**config.mk**
```make
export PLATFORM = sky130hd
export DESIGN_NAME = merge_wbuf
export DESIGN_NICKNAME = d
export VERILOG_FILES = /design/src/rtl/merge_wbuf_pkg.sv /design/src/rtl/wbuf_cam.sv /design/src/rtl/wbuf_ring.sv /design/src/rtl/merge_wbuf.sv
export SDC_FILE = /design/constraint.sdc
export NUM_CORES = 1
export LEC_CHECK = 0
export BUFFER_PORTS_ARGS = -buffer_cell sky130_fd_sc_hd__clkbuf_2
export CAP_MARGIN = 25
export CELL_PAD_IN_SITES_DETAIL_PLACEMENT = 0
export CELL_PAD_IN_SITES_GLOBAL_PLACEMENT = 2
export CORE_ASPECT_RATIO = 0.7
export CORE_MARGIN = 2
export CORE_UTILIZATION = 50
export CTS_BUF_LIST = sky130_fd_sc_hd__clkbuf_8 sky130_fd_sc_hd__clkbuf_16
export DETAILED_ROUTE_END_ITERATION = 12
export GPL_ROUTABILITY_DRIVEN = 0
export GPL_TIMING_DRIVEN = 0
export PLACE_DENSITY_LB_ADDON = 0.1
export SLEW_MARGIN = 20
export SYNTH_ARGS = -nofsm -noshare
export SYNTH_HDL_FRONTEND = slang
export SYNTH_SLANG_ARGS = --single-unit
```
**constraint.sdc**
```tcl
create_clock -name clk_i -period 15.81 [get_ports clk_i]
set_input_delay 1.581 -clock clk_i [delete_from_list [all_inputs] [get_ports clk_i]]
set_output_delay 1.581 -clock clk_i [all_outputs]
set_load 0.02 [all_outputs]
```
**src/rtl/merge_wbuf_pkg.sv**
```systemverilog
package merge_wbuf_pkg;
  function automatic int unsigned idx_w(input int unsigned n);
    return (n > 1) ? $clog2(n) : 1;
  endfunction
endpackage

```
**src/rtl/wbuf_cam.sv**
```systemverilog
module wbuf_cam #(
  parameter int unsigned N_ENT = 4,
  parameter int unsigned BLK_W = 14
) (
  input  logic [N_ENT-1:0]            occ_i,
  input  logic [N_ENT-1:0][BLK_W-1:0] blk_i,
  input  logic [BLK_W-1:0]            key_i,
  output logic [N_ENT-1:0]            hit_o
);
  for (genvar g = 0; g < N_ENT; g++) begin : g_cmp
    assign hit_o[g] = occ_i[g] && (blk_i[g] == key_i);
  end
endmodule

```
**src/rtl/wbuf_ring.sv**
```systemverilog
module wbuf_ring #(
  parameter int unsigned N_ENT = 4,
  parameter int unsigned IDX_W = 2,
  parameter int unsigned CNT_W = 3
) (
  input  logic             clk_i,
  input  logic             rst_ni,
  input  logic             push_i,
  input  logic             pop_i,
  output logic [IDX_W-1:0] head_o,
  output logic [IDX_W-1:0] tail_o,
  output logic             full_o,
  output logic             empty_o
);
  logic [IDX_W-1:0] head_q, tail_q;
  logic [CNT_W-1:0] cnt_q;

  function automatic logic [IDX_W-1:0] nxt(input logic [IDX_W-1:0] p);
    return (p == IDX_W'(N_ENT - 1)) ? '0 : p + 1'b1;
  endfunction

  always_ff @(posedge clk_i or negedge rst_ni) begin
    if (!rst_ni) begin
      head_q <= '0;
      tail_q <= '0;
      cnt_q  <= '0;
    end else begin
      if (push_i) tail_q <= nxt(tail_q);
      if (pop_i)  head_q <= nxt(head_q);
      if (push_i && !pop_i)      cnt_q <= cnt_q + 1'b1;
      else if (pop_i && !push_i) cnt_q <= cnt_q - 1'b1;
    end
  end

  assign head_o  = head_q;
  assign tail_o  = tail_q;
  assign full_o  = (cnt_q == CNT_W'(N_ENT));
  assign empty_o = (cnt_q == '0);
endmodule

```
**src/rtl/merge_wbuf.sv**
```systemverilog
module merge_wbuf
  import merge_wbuf_pkg::*;
#(
  parameter int unsigned N_ENT  = 4,
  parameter int unsigned WORDS  = 4,
  parameter int unsigned DATA_W = 64,
  parameter int unsigned ADDR_W = 16,
  localparam int unsigned OFF_W = idx_w(WORDS),
  localparam int unsigned BLK_W = ADDR_W - OFF_W
) (
  input  logic                    clk_i,
  input  logic                    rst_ni,
  input  logic                    st_valid_i,
  input  logic [ADDR_W-1:0]       st_addr_i,
  input  logic [DATA_W-1:0]       st_data_i,
  output logic                    st_ready_o,
  input  logic                    rd_valid_i,
  input  logic [ADDR_W-1:0]       rd_addr_i,
  output logic                    rd_conflict_o,
  output logic                    mem_valid_o,
  input  logic                    mem_ready_i,
  output logic [BLK_W-1:0]        mem_blk_o,
  output logic [WORDS*DATA_W-1:0] mem_data_o,
  output logic [WORDS-1:0]        mem_wmask_o
);
  localparam int unsigned IDX_W = idx_w(N_ENT);
  localparam int unsigned CNT_W = $clog2(N_ENT + 1);

  logic [N_ENT-1:0]                        occ_q;
  logic [N_ENT-1:0][BLK_W-1:0]             blk_q;
  logic [N_ENT-1:0][WORDS-1:0]             msk_q;
  logic [N_ENT-1:0][WORDS-1:0][DATA_W-1:0] dat_q;

  logic [IDX_W-1:0] head, tail;
  logic             full, empty;
  logic [N_ENT-1:0] st_hit, rd_hit, head_oh, mrg_vec;
  logic             drain, merge, accept, push;
  logic [BLK_W-1:0] st_blk, rd_blk;
  logic [OFF_W-1:0] st_word;

  assign st_blk  = st_addr_i[ADDR_W-1:OFF_W];
  assign st_word = st_addr_i[OFF_W-1:0];
  assign rd_blk  = rd_addr_i[ADDR_W-1:OFF_W];

  wbuf_cam #(.N_ENT(N_ENT), .BLK_W(BLK_W)) u_st_cam (
    .occ_i(occ_q), .blk_i(blk_q), .key_i(st_blk), .hit_o(st_hit)
  );
  wbuf_cam #(.N_ENT(N_ENT), .BLK_W(BLK_W)) u_rd_cam (
    .occ_i(occ_q), .blk_i(blk_q), .key_i(rd_blk), .hit_o(rd_hit)
  );

  assign mem_valid_o = !empty;
  assign drain       = mem_valid_o && mem_ready_i;
  assign head_oh     = N_ENT'(1) << head;
  // slot leaving this cycle cannot absorb the store
  assign mrg_vec     = st_hit & ~(drain ? head_oh : '0);
  assign merge       = |mrg_vec;
  assign st_ready_o  = merge || !full;
  assign accept      = st_valid_i && st_ready_o;
  assign push        = accept && !merge;
  assign rd_conflict_o = rd_valid_i && (|rd_hit);

  wbuf_ring #(.N_ENT(N_ENT), .IDX_W(IDX_W), .CNT_W(CNT_W)) u_ring (
    .clk_i, .rst_ni, .push_i(push), .pop_i(drain),
    .head_o(head), .tail_o(tail), .full_o(full), .empty_o(empty)
  );

  for (genvar g = 0; g < N_ENT; g++) begin : g_ent
    logic alloc, fold;
    assign alloc = push && (tail == IDX_W'(g));
    assign fold  = accept && mrg_vec[g];

    always_ff @(posedge clk_i or negedge rst_ni) begin
      if (!rst_ni) begin
        occ_q[g] <= 1'b0;
        msk_q[g] <= '0;
      end else begin
        if (drain && head_oh[g]) occ_q[g] <= 1'b0;
        if (alloc) begin
          occ_q[g] <= 1'b1;
          msk_q[g] <= WORDS'(1) << st_word;
        end else if (fold) begin
          msk_q[g] <= msk_q[g] | (WORDS'(1) << st_word);
        end
      end
    end

    always_ff @(posedge clk_i) begin
      if (alloc) blk_q[g] <= st_blk;
      if (alloc || fold) dat_q[g][st_word] <= st_data_i;
    end
  end

  assign mem_blk_o   = blk_q[head];
  assign mem_wmask_o = msk_q[head];
  assign mem_data_o  = dat_q[head];


  one_block_slot_chk: assert property (@(posedge clk_i) disable iff (!rst_ni)
    $onehot0(st_hit));

  stall_only_full_chk: assert property (@(posedge clk_i) disable iff (!rst_ni)
    !st_ready_o |-> full);

  drain_hold_chk: assert property (@(posedge clk_i) disable iff (!rst_ni)
    (mem_valid_o && !mem_ready_i) |=> (mem_valid_o && $stable(mem_blk_o)));

  nonempty_mask_chk: assert property (@(posedge clk_i) disable iff (!rst_ni)
    mem_valid_o |-> (mem_wmask_o != '0));

  conflict_needs_slot_chk: assert property (@(posedge clk_i) disable iff (!rst_ni)
    rd_conflict_o |-> (rd_valid_i && mem_valid_o));

  empty_idle_chk: assert property (@(posedge clk_i) disable iff (!rst_ni)
    (occ_q == '0) |-> !mem_valid_o);
endmodule

```
# --- Word level (Yosys, flattened, before mapping) ---
# Index checks and enable logic that the tools add are counted.
# Widths: inputs -> output; s select.
classes:
  add_sub_neg: 4
  n_mul: 0
  div_mod_pow: 0
  order_cmp: 3
  n_eq_ne: 13
  shift: 2
  n_mux: 33
  bitwise_logic: 6
  reduce_logical: 50
ops:
  columns: ["op", "count"]
  rows:
  - ["$bwmux 256", 4]
  - ["$bmux 256 s2", 1]
  - ["$mux 256", 1]
  - ["$demux 64 s2", 1]
  - ["$eq 14x14->1", 8]
  - ["$mux 64", 1]
  - ["$mux 4", 10]
  - ["$bmux 14 s2", 1]
  - ["$logic_and 1x1->1", 27]
  - ["$reduce_bool 2->1", 9]
  - ["$or 4x4->4", 4]
  - ["$mux 14", 1]
  - ["$bmux 4 s2", 1]
  - ["$mux 1", 8]
  - ["$reduce_or 4->1", 2]
  - ["$shl 1x2->4 const A", 2]
  - ["$eq 2x2->1 const B", 3]
  - ["$lt 2x3->1 const B", 2]
  - ["$mux 3", 2]
  - ["$logic_not 1->1", 5]
  - ["$logic_or 1x1->1", 5]
  - ["$add 2x1->2 const B", 2]
  - ["$and 4x4->4", 1]
  - ["$mux 2", 2]
  - ["other kinds (8)", 8]
word_totals:
  ff_bits: 1107
  latchBits: 0
  ram_bits: 0
  romBits: 0
  input_bits: 101
  memories: 0

# --- Longest topological paths before layout ---
# Gate-level depths: netlist of run 1.
logic_depth:
  word_depth: 14
  ltp_mapped: 16
  ltp_nobuf: 13

# --- Cells and area by module ---
# A second synthesis of run 1 with hierarchy kept.
hier_totals:
  hier_cells: 1730
  hier_area_um2: 41860.1
modules_own_cells:
  columns: ["mod", "instances", "cells_per_inst", "area_each_um2", "seq_area_each_um2"]
  rows:
  - ["merge_wbuf", 1, 1524, 39972.1, 32931.6]
  - ["wbuf_cam", 2, 90, 770.7, 0.0]
  - ["wbuf_ring", 1, 26, 346.6, 175.2]

# --- Worst setup path after synthesis of run 1 ---
# Ideal clock, no wire load.
synth_timing:
  path_type: "input port to flip-flop"
  from: "input st_addr_i[7]"
  to: "register dat_q[192] in the netlist's numbering, enable pin"
  setup_time_ns: 0.487
  arrival_time_ns: 5.359
  path_slack_ns: 9.964
  path_stages: 6
  n_path_buf: 0
  cell_sequence: "xnor2_1 nand4_1 nor4_1 nand3_1 o31a_2 nor2_1"
synth_between:
  elab_chain_len: 9
  elab_cells_between_ends: 17
synth_lines:
  columns: ["item", "line", "rtl"]
  rows:
  - ["start, declared", "merge_wbuf.sv:14", "input logic [ADDR_W-1:0] st_addr_i,"]
  - ["$eq 14x14->1", "wbuf_cam.sv:11", "assign hit_o[g] = occ_i[g] && (blk_i[g] == key_i);"]
  - ["$logic_and 1x1->1", "wbuf_cam.sv:11", null]
  - ["$and 4x4->4 (*)", "merge_wbuf.sv:56", "assign mrg_vec = st_hit & ~(drain ? head_oh : '0);"]
  - ["$reduce_or 4->1", "merge_wbuf.sv:57", "assign merge = |mrg_vec;"]
  - ["$logic_or 1x1->1", "merge_wbuf.sv:58", "assign st_ready_o = merge || !full;"]
  - ["$logic_and 1x1->1", "merge_wbuf.sv:59", "assign accept = st_valid_i && st_ready_o;"]
  - ["$logic_and 1x1->1", "merge_wbuf.sv:60", "assign push = accept && !merge;"]
  - ["$logic_and 1x1->1", "merge_wbuf.sv:70", "assign alloc = push && (tail == IDX_W'(g));"]
  - ["$logic_or 1x1->1 (*)", "merge_wbuf.sv:90", "if (alloc || fold) dat_q[g][st_word] <= st_data_i;"]
  - ["end signal, assigned by index", "merge_wbuf.sv:90", null]
  - ["end, declared", "merge_wbuf.sv:32", "logic [N_ENT-1:0][WORDS-1:0][DATA_W-1:0] dat_q;"]
# Mark *: on every way between the ends. The rest lies on a longest branch, timed or not.
# A chain may end at the register's enable or synchronous reset.

# --- Worst setup path after layout of run 1 ---
layout_timing:
  from: "register u_ring.head_q[1] (netlist: u_ring.head_o[1])"
  to: "output st_ready_o"
layout_between:
  elab_chain_len: 6
layout_lines:
  columns: ["item", "line", "rtl"]
  rows:
  - ["start, declared", "wbuf_ring.sv:15", "logic [IDX_W-1:0] head_q, tail_q;"]
  - ["start signal, assigned", "wbuf_ring.sv:29", "if (pop_i) head_q <= nxt(head_q);"]
  - ["$shl 1x2->4", "merge_wbuf.sv:54", "assign head_oh = N_ENT'(1) << head;"]
  - ["$mux 4", "merge_wbuf.sv:56", null]
  - ["$not 4->4", "merge_wbuf.sv:56", null]
  - ["$and 4x4->4", "merge_wbuf.sv:56", null]
  - ["$reduce_or 4->1", "merge_wbuf.sv:57", null]
  - ["$logic_or 1x1->1", "merge_wbuf.sv:58", null]
  - ["end, declared", "merge_wbuf.sv:16", "output logic st_ready_o,"]
# No other way between the ends.

==> impl_metrics.env, run 1 <==
export IMPL_run_status="finished clean"
export IMPL_cts_setup_buffers=0
export IMPL_nets=2383
export IMPL_drt_iter0_drc=2284
export IMPL_dr_max_layer_used="met5"
export IMPL_avgRoutedWirePerCell_um=30.51
export IMPL_ctsHoldBuffers=0
export IMPL_min_period_ns=6.244
export IMPL_drt_met1_wl_um=45890
export IMPL_post_cts_resized=0
export IMPL_dr_pass1_iters=5
export IMPL_max_freq_mhz=160.2
export IMPL_wl_um=104700
export IMPL_cp_top_family="buffers and inverters"
export IMPL_antenna_left=0
export IMPL_setup_viol=0
export IMPL_maxSlewViolCount=0
export IMPL_fill_cells=5909
export IMPL_cts_tree="built"
export IMPL_die_area_um2=85730
export IMPL_synth_cells=1738
export IMPL_grt_pass1_vias=19860
export IMPL_rr_endpoint="dat_q[814]"
export IMPL_syn_num_nets=1849
export IMPL_clock_sinks=1107
export IMPL_cts_root_buffer_cell="clkbuf_16"
export IMPL_worst_hold_slack_ns=0.4900
export IMPL_crit_start="u_ring.head_o[1]"
export IMPL_grt_ovfl_total=0
export IMPL_postPlaceCellArea_um2=46310
export IMPL_syn2layout_area_growth_pct=19.13
export IMPL_cp_start_kind="flip-flop"
export IMPL_num_rows=88
export IMPL_endpoint_kind="output pin"
export IMPL_ios=378
export IMPL_hold_class="reg2reg"
export IMPL_diodes=0
export IMPL_hold_start="msk_q[4]"
export IMPL_crit_fanout=10
export IMPL_finalHoldViolCount=0
export IMPL_crit_arrival_ns=4.66
export IMPL_yosysSeqAreaShare=0.7943
export IMPL_final_common_cell="edfxtp_1"
export IMPL_routed_wl_met3_um=9084
export IMPL_fin_crit_sh=0.3949
export IMPL_worstPathRequired_ns=14.23
export IMPL_numCtsBuffers=102
export IMPL_slew_limit_headroom=0.3127
export IMPL_grt_max_degree=28
export IMPL_power_uw=8740
export IMPL_netlist_area_um2=41680
export IMPL_remaining_drc_errors=0
export IMPL_yosysWarnings=0
export IMPL_dp_cells=3242
export IMPL_clk_pin_slew_ns=0.06
export IMPL_critical_path_class="reg2out"
export IMPL_grt_pass1_wl_um=146900
export IMPL_max_stage_delay_ns=0.76
export IMPL_crit_slowest_cell="clkbuf_1"
export IMPL_worst_clock_skew_ns=0.02302
export IMPL_ys_seq_elements=1107
export IMPL_finalSetupTns_ns=0
export IMPL_power_leakage_uw=0.01634
export IMPL_worst_slew_pin_slew_ns=1.031
export IMPL_drive_above_1_share=0.3810
export IMPL_grtUsageTotal=0.2464
export IMPL_path_cells="clkbuf_1, clkbuf_1, clkbuf_1, inv_1, ha_1, o311a_1, nor4b_1, and4_1, a21oi_2, nand4_1, clkbuf_2"
export IMPL_crit_end="st_ready_o"
export IMPL_rsz0062_at_grt="no"
export IMPL_reg2reg_from="u_ring.head_o[1]"
export IMPL_drv_cap=0
export IMPL_critPathBufInv=5
export IMPL_ys_types=44
export IMPL_die_y_um=245.6
export IMPL_syn_area_per_cell_um2=23.98
export IMPL_cp_depth=11
export IMPL_viasPerCell=5.846
export IMPL_synth_edff_count=1080
export IMPL_final_cell_mix="1,080 x edfxtp_1, 366 x clkbuf_2, 274 x mux4_2, 105 x clkbuf_16, 99 x xnor2_1"
export IMPL_routed_via_count=20060
export IMPL_place_hpwl_um=72100
export IMPL_synth_ff_type="edfxtp_1"
export IMPL_core_region_area_um2=82470
export IMPL_rrSetupSlack_ns=10.40
export IMPL_design_area_um2=49660
export IMPL_io_buffers=361
export IMPL_clk_latency_ns=0.66
export IMPL_whs_path_depth=1
export IMPL_ir_drop_mv=0.08875
export IMPL_die_w_um=349.1
export IMPL_route_met2_wl_um=47880
export IMPL_power_density_nw_per_um2=176.0
export IMPL_antenna_found_initial=2
export IMPL_ys_async_sr_fraction=0.02439
export IMPL_cts_max_path_buffers=3
export IMPL_path_common_cell="clkbuf_1"
export IMPL_fin_cells=3432
export IMPL_r2r_cells=14
export IMPL_start_util=0.5054
export IMPL_cts_htree_levels=3
[routing by layer]
layer  GRT usage  vias up
li1            -     8423
met1      0.3720    10810
met2      0.3637      720
met3     0.06868      108
met4     0.04855        6
met5     0.01190        -
[worst min-delay path by stage]
| stage | endpoint |
|---|---|
| after floorplan | msk_q[10] |
| after global placement | msk_q[12] |
| after detailed placement | msk_q[4] |
| after CTS | msk_q[4] |
| after global routing | msk_q[5] |
| final | msk_q[4] |
[sequential cells by signal, indices dropped and copies added (netlist names)]
signal and count:
u_ring.cnt_q 3, u_ring.tail_o 2, occ_q 4, dat_q 1024
blk_q 56, msk_q 16, u_ring.head_o 2
[worst reg2reg max path, cell delays in order, from the launching register on]
cell	delay, ns
dfrtp_1	0.38
clkbuf_1	0.41
clkbuf_1	0.71
clkbuf_1	0.76
inv_1	0.23
ha_1	0.25
o311a_1	0.15
nor4b_1	0.30
and4_1	0.36
a21oi_2	0.11
a22oi_2	0.67
nor2_4	0.18
buf_12	0.22
buf_12	0.22
buf_12	0.19
[report_power, final]
part           internal [uW]  switching [uW]  total, uW
registers               3440            81.5       3520
clock network           1380            1040       2420
logic                   1060            1740       2800
total                   5880            2860       8740
[layout make-up]
class	count	area, um2	area share
Multi-Input combinational cell	537	8335	0.1679
Clock inverter	79	648.1	0.01305
Tap cell	1080	1351	0.02721
Buffer	83	340.3	0.006853
Timing Repair Buffer	430	3207	0.06458
Sequential cell	1107	33110	0.6667
Inverter	11	41.29	0.0008315
Clock buffer	105	2628	0.05291
[metrics by stage]
step	setup slack, ns	util
after floorplan	9.964	-
final	9.566	0.6021
after detailed placement	10.17	0.5616
after CTS	9.456	0.6013
after global placement	5.096	0.5437
after global routing	9.304	0.6021
[Yosys cell counts (all sizes together) (3+ instances only)]
master | count | area share
or3 | 5 | 0.00075
ha | 9 | 0.0027
edfxtp | 1080 | 0.78
xnor2 | 99 | 0.021
nor2 | 23 | 0.0021
o2bb2ai | 16 | 0.0034
a22oi | 3 | 0.0011
dfrtp | 27 | 0.016
mux4 | 274 | 0.15
nand4 | 30 | 0.0045
xor2 | 16 | 0.0034
nor4 | 13 | 0.0021
clkbuf | 36 | 0.0032
o21ai | 3 | 0.00036
nand2 | 13 | 0.0012
nand3 | 6 | 0.00072
mux2 | 3 | 0.00099
inv | 11 | 0.00099
buf | 47 | 0.0046
nand2b | 4 | 0.00060
[kinds of logic after synthesis]
family | share of synthesized area
XOR/XNOR | 0.02416
AO/OA/AOI/OAI | 0.007234
multiplexers | 0.1490
AND/OR/NAND/NOR | 0.01333
adder cells (fa/ha/maj) | 0.003182
flip-flops | 0.7943
buffers and inverters | 0.008795
Power figures use the tool's default switching activity.
==> inputs of run 2 (changes only) <==
--- a/config.mk
+++ b/config.mk
@@ -11,7 +11,7 @@
 export CELL_PAD_IN_SITES_GLOBAL_PLACEMENT = 2
 export CORE_ASPECT_RATIO = 0.7
 export CORE_MARGIN = 2
-export CORE_UTILIZATION = 50
+export CORE_UTILIZATION = 47
 export CTS_BUF_LIST = sky130_fd_sc_hd__clkbuf_8 sky130_fd_sc_hd__clkbuf_16
 export DETAILED_ROUTE_END_ITERATION = 12
 export GPL_ROUTABILITY_DRIVEN = 0
==> constraint.sdc (replaced) <==
create_clock -name clk_i -period 6.29 [get_ports clk_i]
set_input_delay 0.629 -clock clk_i [delete_from_list [all_inputs] [get_ports clk_i]]
set_output_delay 0.629 -clock clk_i [all_outputs]
set_load 0.02 [all_outputs]
==> impl_metrics.env, run 2 (same netlist as run 1, synthesis figures left out) <==
export IMPL_fill_cells=6647
export IMPL_fin_cells=3517
export IMPL_ctsHoldBuffers=0
export IMPL_run_status="finished clean"
export IMPL_die_area_um2=91120
export IMPL_cts_max_path_buffers=3
export IMPL_worst_clock_skew_ns=0.03219
export IMPL_ios=378
export IMPL_worst_slew_pin_slew_ns=0.9979
export IMPL_crit_arrival_ns=5.42
export IMPL_max_stage_delay_ns=0.68
export IMPL_hold_class="in2async"
export IMPL_clock_sinks=1107
export IMPL_drv_cap=0
export IMPL_largest_reg_flops=1024
export IMPL_clk_pin_slew_ns=0.07
export IMPL_numCtsBuffers=105
export IMPL_num_rows=91
export IMPL_use_met3=0.06063
export IMPL_grtUsageTotal=0.2311
export IMPL_ir_drop_mv=0.2730
export IMPL_antenna_found_initial=4
export IMPL_power_uw=22020
export IMPL_clk_latency_ns=0.66
export IMPL_cts_htree_levels=3
export IMPL_syn2layout_area_growth_pct=19.48
export IMPL_critical_path_class="reg2reg"
export IMPL_regMostFlops="dat_q"
export IMPL_gr_max_usage_layer="met2"
export IMPL_cp_start_kind="flip-flop"
export IMPL_dp_cells=3318
export IMPL_fin_util=0.5659
export IMPL_crit_fanout=17
export IMPL_maxSlewViolCount=0
export IMPL_die_w_um=359.9
export IMPL_grt_max_degree=28
export IMPL_routed_via_count=20160
export IMPL_final_cell_mix="1,080 x edfxtp_1, 369 x clkbuf_2, 274 x mux4_2, 105 x clkbuf_16, 99 x xnor2_1"
export IMPL_path_cells="clkbuf_1, clkbuf_2, clkbuf_1, inv_1, ha_1, o311a_1, nor4b_1, and4_1, a21oi_2, a22oi_2, nor2_4, buf_12, buf_12"
export IMPL_wl_um=104900
export IMPL_slew_limit_headroom=0.3292
export IMPL_final_common_cell="edfxtp_1"
export IMPL_power_leakage_uw=0.01635
export IMPL_max_freq_mhz=199.4
export IMPL_grt_pass1_vias=20260
export IMPL_post_cts_resized=0
export IMPL_io_buffers=361
export IMPL_min_period_ns=5.016
export IMPL_largestRegisters="dat_q: 1024 flops, blk_q: 56 flops, msk_q: 16 flops"
export IMPL_setup_viol=0
export IMPL_grt_ovfl_total=0
export IMPL_use_met1=0.3452
export IMPL_cts_setup_buffers=0
export IMPL_cts_root_buffer_cell="clkbuf_16"
export IMPL_crit_slowest_cell="clkbuf_1"
export IMPL_start_util=0.4736
export IMPL_antenna_left=0
export IMPL_remaining_drc_errors=0
export IMPL_grt_pass1_wl_um=147700
export IMPL_drt_iter0_drc=2181
export IMPL_avgRoutedWirePerCell_um=29.82
export IMPL_drive_above_1_share=0.3849
export IMPL_pre_cts_ws_ns=1.292
export IMPL_endpoint_kind="flip-flop"
export IMPL_rsz0062_at_grt="no"
export IMPL_fin_crit_sh=0.7975
export IMPL_cts_tree="built"
export IMPL_dr_pass1_iters=5
export IMPL_grtUsageMet2=0.3477
export IMPL_worstPathRequired_ns=6.69
export IMPL_setup_slack_ns=1.274
export IMPL_power_density_nw_per_um2=442.1
export IMPL_die_y_um=253.2
export IMPL_core_region_area_um2=88010
export IMPL_nets=2381
export IMPL_place_hpwl_um=73700
export IMPL_viasPerCell=5.731
export IMPL_finalHoldViolCount=0
[run 2: layout make-up]
class / count / area [um2] / share of cell area
sequential: 1107 / 33110 / 0.6648
multi-input combinational: 537 / 8342 / 0.1675
timing repair buffer: 425 / 3191 / 0.06406
clock buffer: 108 / 2669 / 0.05359
tap: 1162 / 1454 / 0.02919
clock inverter: 83 / 654.4 / 0.01314
buffer: 83 / 342.8 / 0.006884
inverter: 11 / 41.29 / 0.0008291
antenna: 1 / 2.502 / 0.00005025
[run 2: routing by layer]
| metal | wire (um) | vias to the layer above |
|---|---|---|
| li1 | - | 8442 |
| met2 | 47980 | 702 |
| met5 | 16 | - |
| met4 | 1796 | 2 |
| met1 | 46880 | 10890 |
| met3 | 8208 | 122 |
[run 2: worst paths after layout]
check,startpoint,end,slack [ns],cells past startpoint
max,u_ring.head_o[1],dat_q[854],1.27,13
min,rst_ni,u_ring.cnt_q[1],0.007,1
max reg2reg,u_ring.head_o[1],dat_q[854],1.27,13
min reg2reg,msk_q[14],msk_q[14],0.49,1
max in group asynchronous,rst_ni,msk_q[4],5.79,1
min in group clk_i,st_addr_i[13],blk_q[11],0.30,1
[run 2: stage by stage]
step	cell area, um2	TNS [ns]	hold WS (ns)
after floorplan	41680	0	0.3334
after global placement	44940	-3817.40	0.4684
after detailed placement	46390	0	0.4739
after CTS	49710	0	0.001696
after global routing	49800	0	0.03268
final	49800	0	0.006899
[run 2: critical path, delay by kind of cell, from the launching register on]
family	cells	cell delay [ns]
fa+ha+maj	1	0.25
compound gates	3	0.95
flops	1	0.38
buf+inv	6	2.17
simple gates	3	0.93
[run 2: power by group]
part | internal [uW] | leakage [uW] | switching, uW | total (uW)
registers | 8650 | 0.0101 | 208 | 8860
logic | 2640 | 0.00454 | 4380 | 7020
clock network | 3470 | 0.00172 | 2670 | 6140
==> inputs of run 3 (changes only) <==
--- a/config.mk
+++ b/config.mk
@@ -5,13 +5,14 @@
 export SDC_FILE = /design/constraint.sdc
 export NUM_CORES = 1
 export LEC_CHECK = 0
+export ABC_AREA = 1
 export BUFFER_PORTS_ARGS = -buffer_cell sky130_fd_sc_hd__clkbuf_2
 export CAP_MARGIN = 25
 export CELL_PAD_IN_SITES_DETAIL_PLACEMENT = 0
 export CELL_PAD_IN_SITES_GLOBAL_PLACEMENT = 2
 export CORE_ASPECT_RATIO = 0.7
 export CORE_MARGIN = 2
-export CORE_UTILIZATION = 47
+export CORE_UTILIZATION = 38
 export CTS_BUF_LIST = sky130_fd_sc_hd__clkbuf_8 sky130_fd_sc_hd__clkbuf_16
 export DETAILED_ROUTE_END_ITERATION = 12
 export GPL_ROUTABILITY_DRIVEN = 0
==> constraint.sdc (replaced) <==
create_clock -name clk_i -period 4.4 [get_ports clk_i]
set_input_delay 0.44 -clock clk_i [delete_from_list [all_inputs] [get_ports clk_i]]
set_output_delay 0.44 -clock clk_i [all_outputs]
set_load 0.02 [all_outputs]
==> impl_metrics.env, run 3 <==
export IMPL_worst_hold_slack_ns=0.07428
export IMPL_fin_crit_sh=0.9599
export IMPL_syn_num_nets=3383
export IMPL_grt_pass1_wl_um=202600
export IMPL_ios=378
export IMPL_syn_area_per_cell_um2=13.21
export IMPL_min_period_ns=4.224
export IMPL_power_density_nw_per_um2=693.5
export IMPL_clk_latency_ns=0.73
export IMPL_yosysMostFrequentCell="edfxtp_1"
export IMPL_crit_fanout=10
export IMPL_gr_max_usage_layer="met2"
export IMPL_finalSetupTns_ns=0
export IMPL_drv_cap=0
export IMPL_worst_clock_skew_ns=0.03014
export IMPL_cp_start_kind="flip-flop"
export IMPL_synth_edff_count=1080
export IMPL_hold_class="in2reg"
export IMPL_slew_limit_headroom=0.3331
export IMPL_use_met3=0.06320
export IMPL_max_freq_mhz=236.8
export IMPL_run_status="finished clean"
export IMPL_maxSlewViolCount=0
export IMPL_ir_drop_mv=0.3440
export IMPL_grt_pass1_vias=28400
export IMPL_routed_via_count=28880
export IMPL_cts_root_buffer_cell="clkbuf_16"
export IMPL_grtUsageTotal=0.2434
export IMPL_regMostFlops="dat_q"
export IMPL_cts_max_path_buffers=3
export IMPL_clk_pin_slew_ns=0.07
export IMPL_largest_reg_flops=1024
export IMPL_worst_slew_pin_slew_ns=0.9993
export IMPL_avgRoutedWirePerCell_um=26.75
export IMPL_yosysWarnings=0
export IMPL_antenna_found_initial=7
export IMPL_final_cell_mix="1,080 x edfxtp_1, 587 x nor2_1, 552 x o21ai_0, 381 x clkbuf_2, 277 x o22ai_1"
export IMPL_antenna_left=0
export IMPL_io_buffers=371
export IMPL_ys_async_sr_fraction=0.02439
export IMPL_worstPathRequired_ns=3.96
export IMPL_grt_ovfl_total=0
export IMPL_finalHoldViolCount=0
export IMPL_synth_common_cells="1,080 x edfxtp_1, 587 x nor2_1, 552 x o21ai_0, 282 x o22ai_1, 271 x nand2_1"
export IMPL_cts_htree_levels=3
export IMPL_clock_sinks=1107
export IMPL_syn2layout_area_growth_pct=18.01
export IMPL_synth_top_cell_by_area="edfxtp_1"
export IMPL_numCtsBuffers=110
export IMPL_remaining_drc_errors=0
export IMPL_cts_tree="built"
export IMPL_cts_setup_buffers=0
export IMPL_power_leakage_uw=0.01786
export IMPL_grtUsageMet2=0.3653
export IMPL_nets=3885
export IMPL_critical_path_class="reg2out"
export IMPL_use_met1=0.3544
export IMPL_final_common_cell="edfxtp_1"
export IMPL_viasPerCell=5.370
export IMPL_die_w_um=407.1
export IMPL_fill_cells=10250
export IMPL_num_rows=103
export IMPL_dr_pass1_iters=5
export IMPL_synth_area_leaders="edfxtp_1 75%, o21ai_0 6.4%, nor2_1 5.1%"
export IMPL_core_region_area_um2=112800
export IMPL_die_y_um=286.1
export IMPL_setup_viol=0
export IMPL_start_util=0.3832
export IMPL_largestRegisters="dat_q: 1024 flops, blk_q: 56 flops, msk_q: 16 flops"
export IMPL_endpoint_kind="output pin"
export IMPL_drive_above_1_share=0.1606
export IMPL_ys_types=37
export IMPL_netlist_area_leader_share=0.7505
export IMPL_yosysSeqAreaShare=0.7662
export IMPL_drt_iter0_drc=2706
export IMPL_place_hpwl_um=99560
export IMPL_crit_arrival_ns=3.78
export IMPL_die_area_um2=116500
export IMPL_ys_seq_elements=1107
export IMPL_wl_um=143900
export IMPL_grt_max_degree=42
export IMPL_netlist_area_um2=43210
export IMPL_synth_cells=3272
export IMPL_synth_ff_type="edfxtp_1"
-- run 3: logic make-up (layout without fill, tap and decap cells) --
kind of cell    Yosys count  count (layout)  share of synthesized area
buf+inv                 314             897                    0.02806
flops                  1107            1107                     0.7662
mux                       1               1                  0.0002606
other cells               0               1                          0
xor+xnor                 27              27                   0.005472
simple gates            922             922                    0.08519
compound gates          891             891                     0.1118
fa+ha+maj                10              10                   0.003069
-- run 3: worst paths after layout --
check / startpoint / slack (ns) / endpoint / cells past startpoint
worst max-delay path: u_ring.head_o[0] / 0.18 / mem_data_o[70] / 7
worst min-delay path: st_addr_i[11] / 0.07 / blk_q[9] / 1
worst max register to register: u_ring.head_o[1] / 0.19 / dat_q[864] / 16
worst min register to register: msk_q[15] / 0.49 / msk_q[15] / 2
max in group asynchronous: rst_ni / 3.57 / occ_q[1] / 2
min in group asynchronous: rst_ni / 0.33 / u_ring.cnt_q[0] / 2
-- run 3: per-stage QoR --
| stage | setup slack [ns] | util | area (um2) | power, uW | cells |
|---|---|---|---|---|---|
| 3_5_place_dp | -0.6890 | 0.4211 | 47480 | 26710 | 5182 |
| 6_report | 0.1763 | 0.4522 | 50990 | 35360 | 5378 |
| 3_3_place_gp | -2.548 | 0.4166 | 46970 | 26530 | 5165 |
| 4_1_cts | 0.001048 | 0.4516 | 50920 | 35680 | 5377 |
| 5_1_grt | -0.0008704 | 0.4522 | 50990 | 37020 | 5378 |
| 2_1_floorplan | 0.4822 | - | 43210 | 20150 | 3272 |
-- run 3: repair_timing --
action,in CTS,in global routing
endpoints found under the hold margin,31,0
hold buffers,2,0
gates resized for setup,18,26
setup endpoints to repair,1191,590
-- run 3: power breakdown --
| group | internal [uW] | leakage (uW) | total (uW) | switching (uW) |
|---|---|---|---|---|
| combinational | 3360 | 0.00601 | 13800 | 10400 |
| clock | 4970 | 0.00175 | 8950 | 3990 |
| sequential | 12300 | 0.0101 | 12600 | 279 |
| total | 20700 | 0.0179 | 35400 | 14700 |
-- run 3: routing by layer --
metal  share of wire  vias up  wire [um]
met1            0.45    14640      64950
met4           0.023        0       3339
met2            0.44     1035      63840
met3           0.082      169      11740
met5               0        -          0
li1                -    13030          -
-- run 3: area by class of cell --
| type | count | area, um2 | area share |
|---|---|---|---|
| Antenna cell | 1 | 2.502 | 0.00004907 |
| Buffer | 187 | 765.7 | 0.01502 |
| Clock buffer | 114 | 2830 | 0.05550 |
| Clock inverter | 79 | 546.8 | 0.01072 |
| Inverter | 127 | 575.6 | 0.01129 |
| Multi-Input combinational cell | 1851 | 8924 | 0.1750 |
| Sequential cell | 1107 | 33110 | 0.6492 |
| Tap cell | 1522 | 1904 | 0.03735 |
| Timing Repair Buffer | 390 | 2337 | 0.04583 |
-- run 3: worst max-delay path, stage by stage, from the launching register on --
cell and delay, ns:
dfrtp_1 0.37, buf_2 0.33, clkbuf_4 0.41, buf_2 0.47, clkbuf_1 0.52, nor2_1 0.11, o22ai_1 0.55, clkbuf_2 0.29
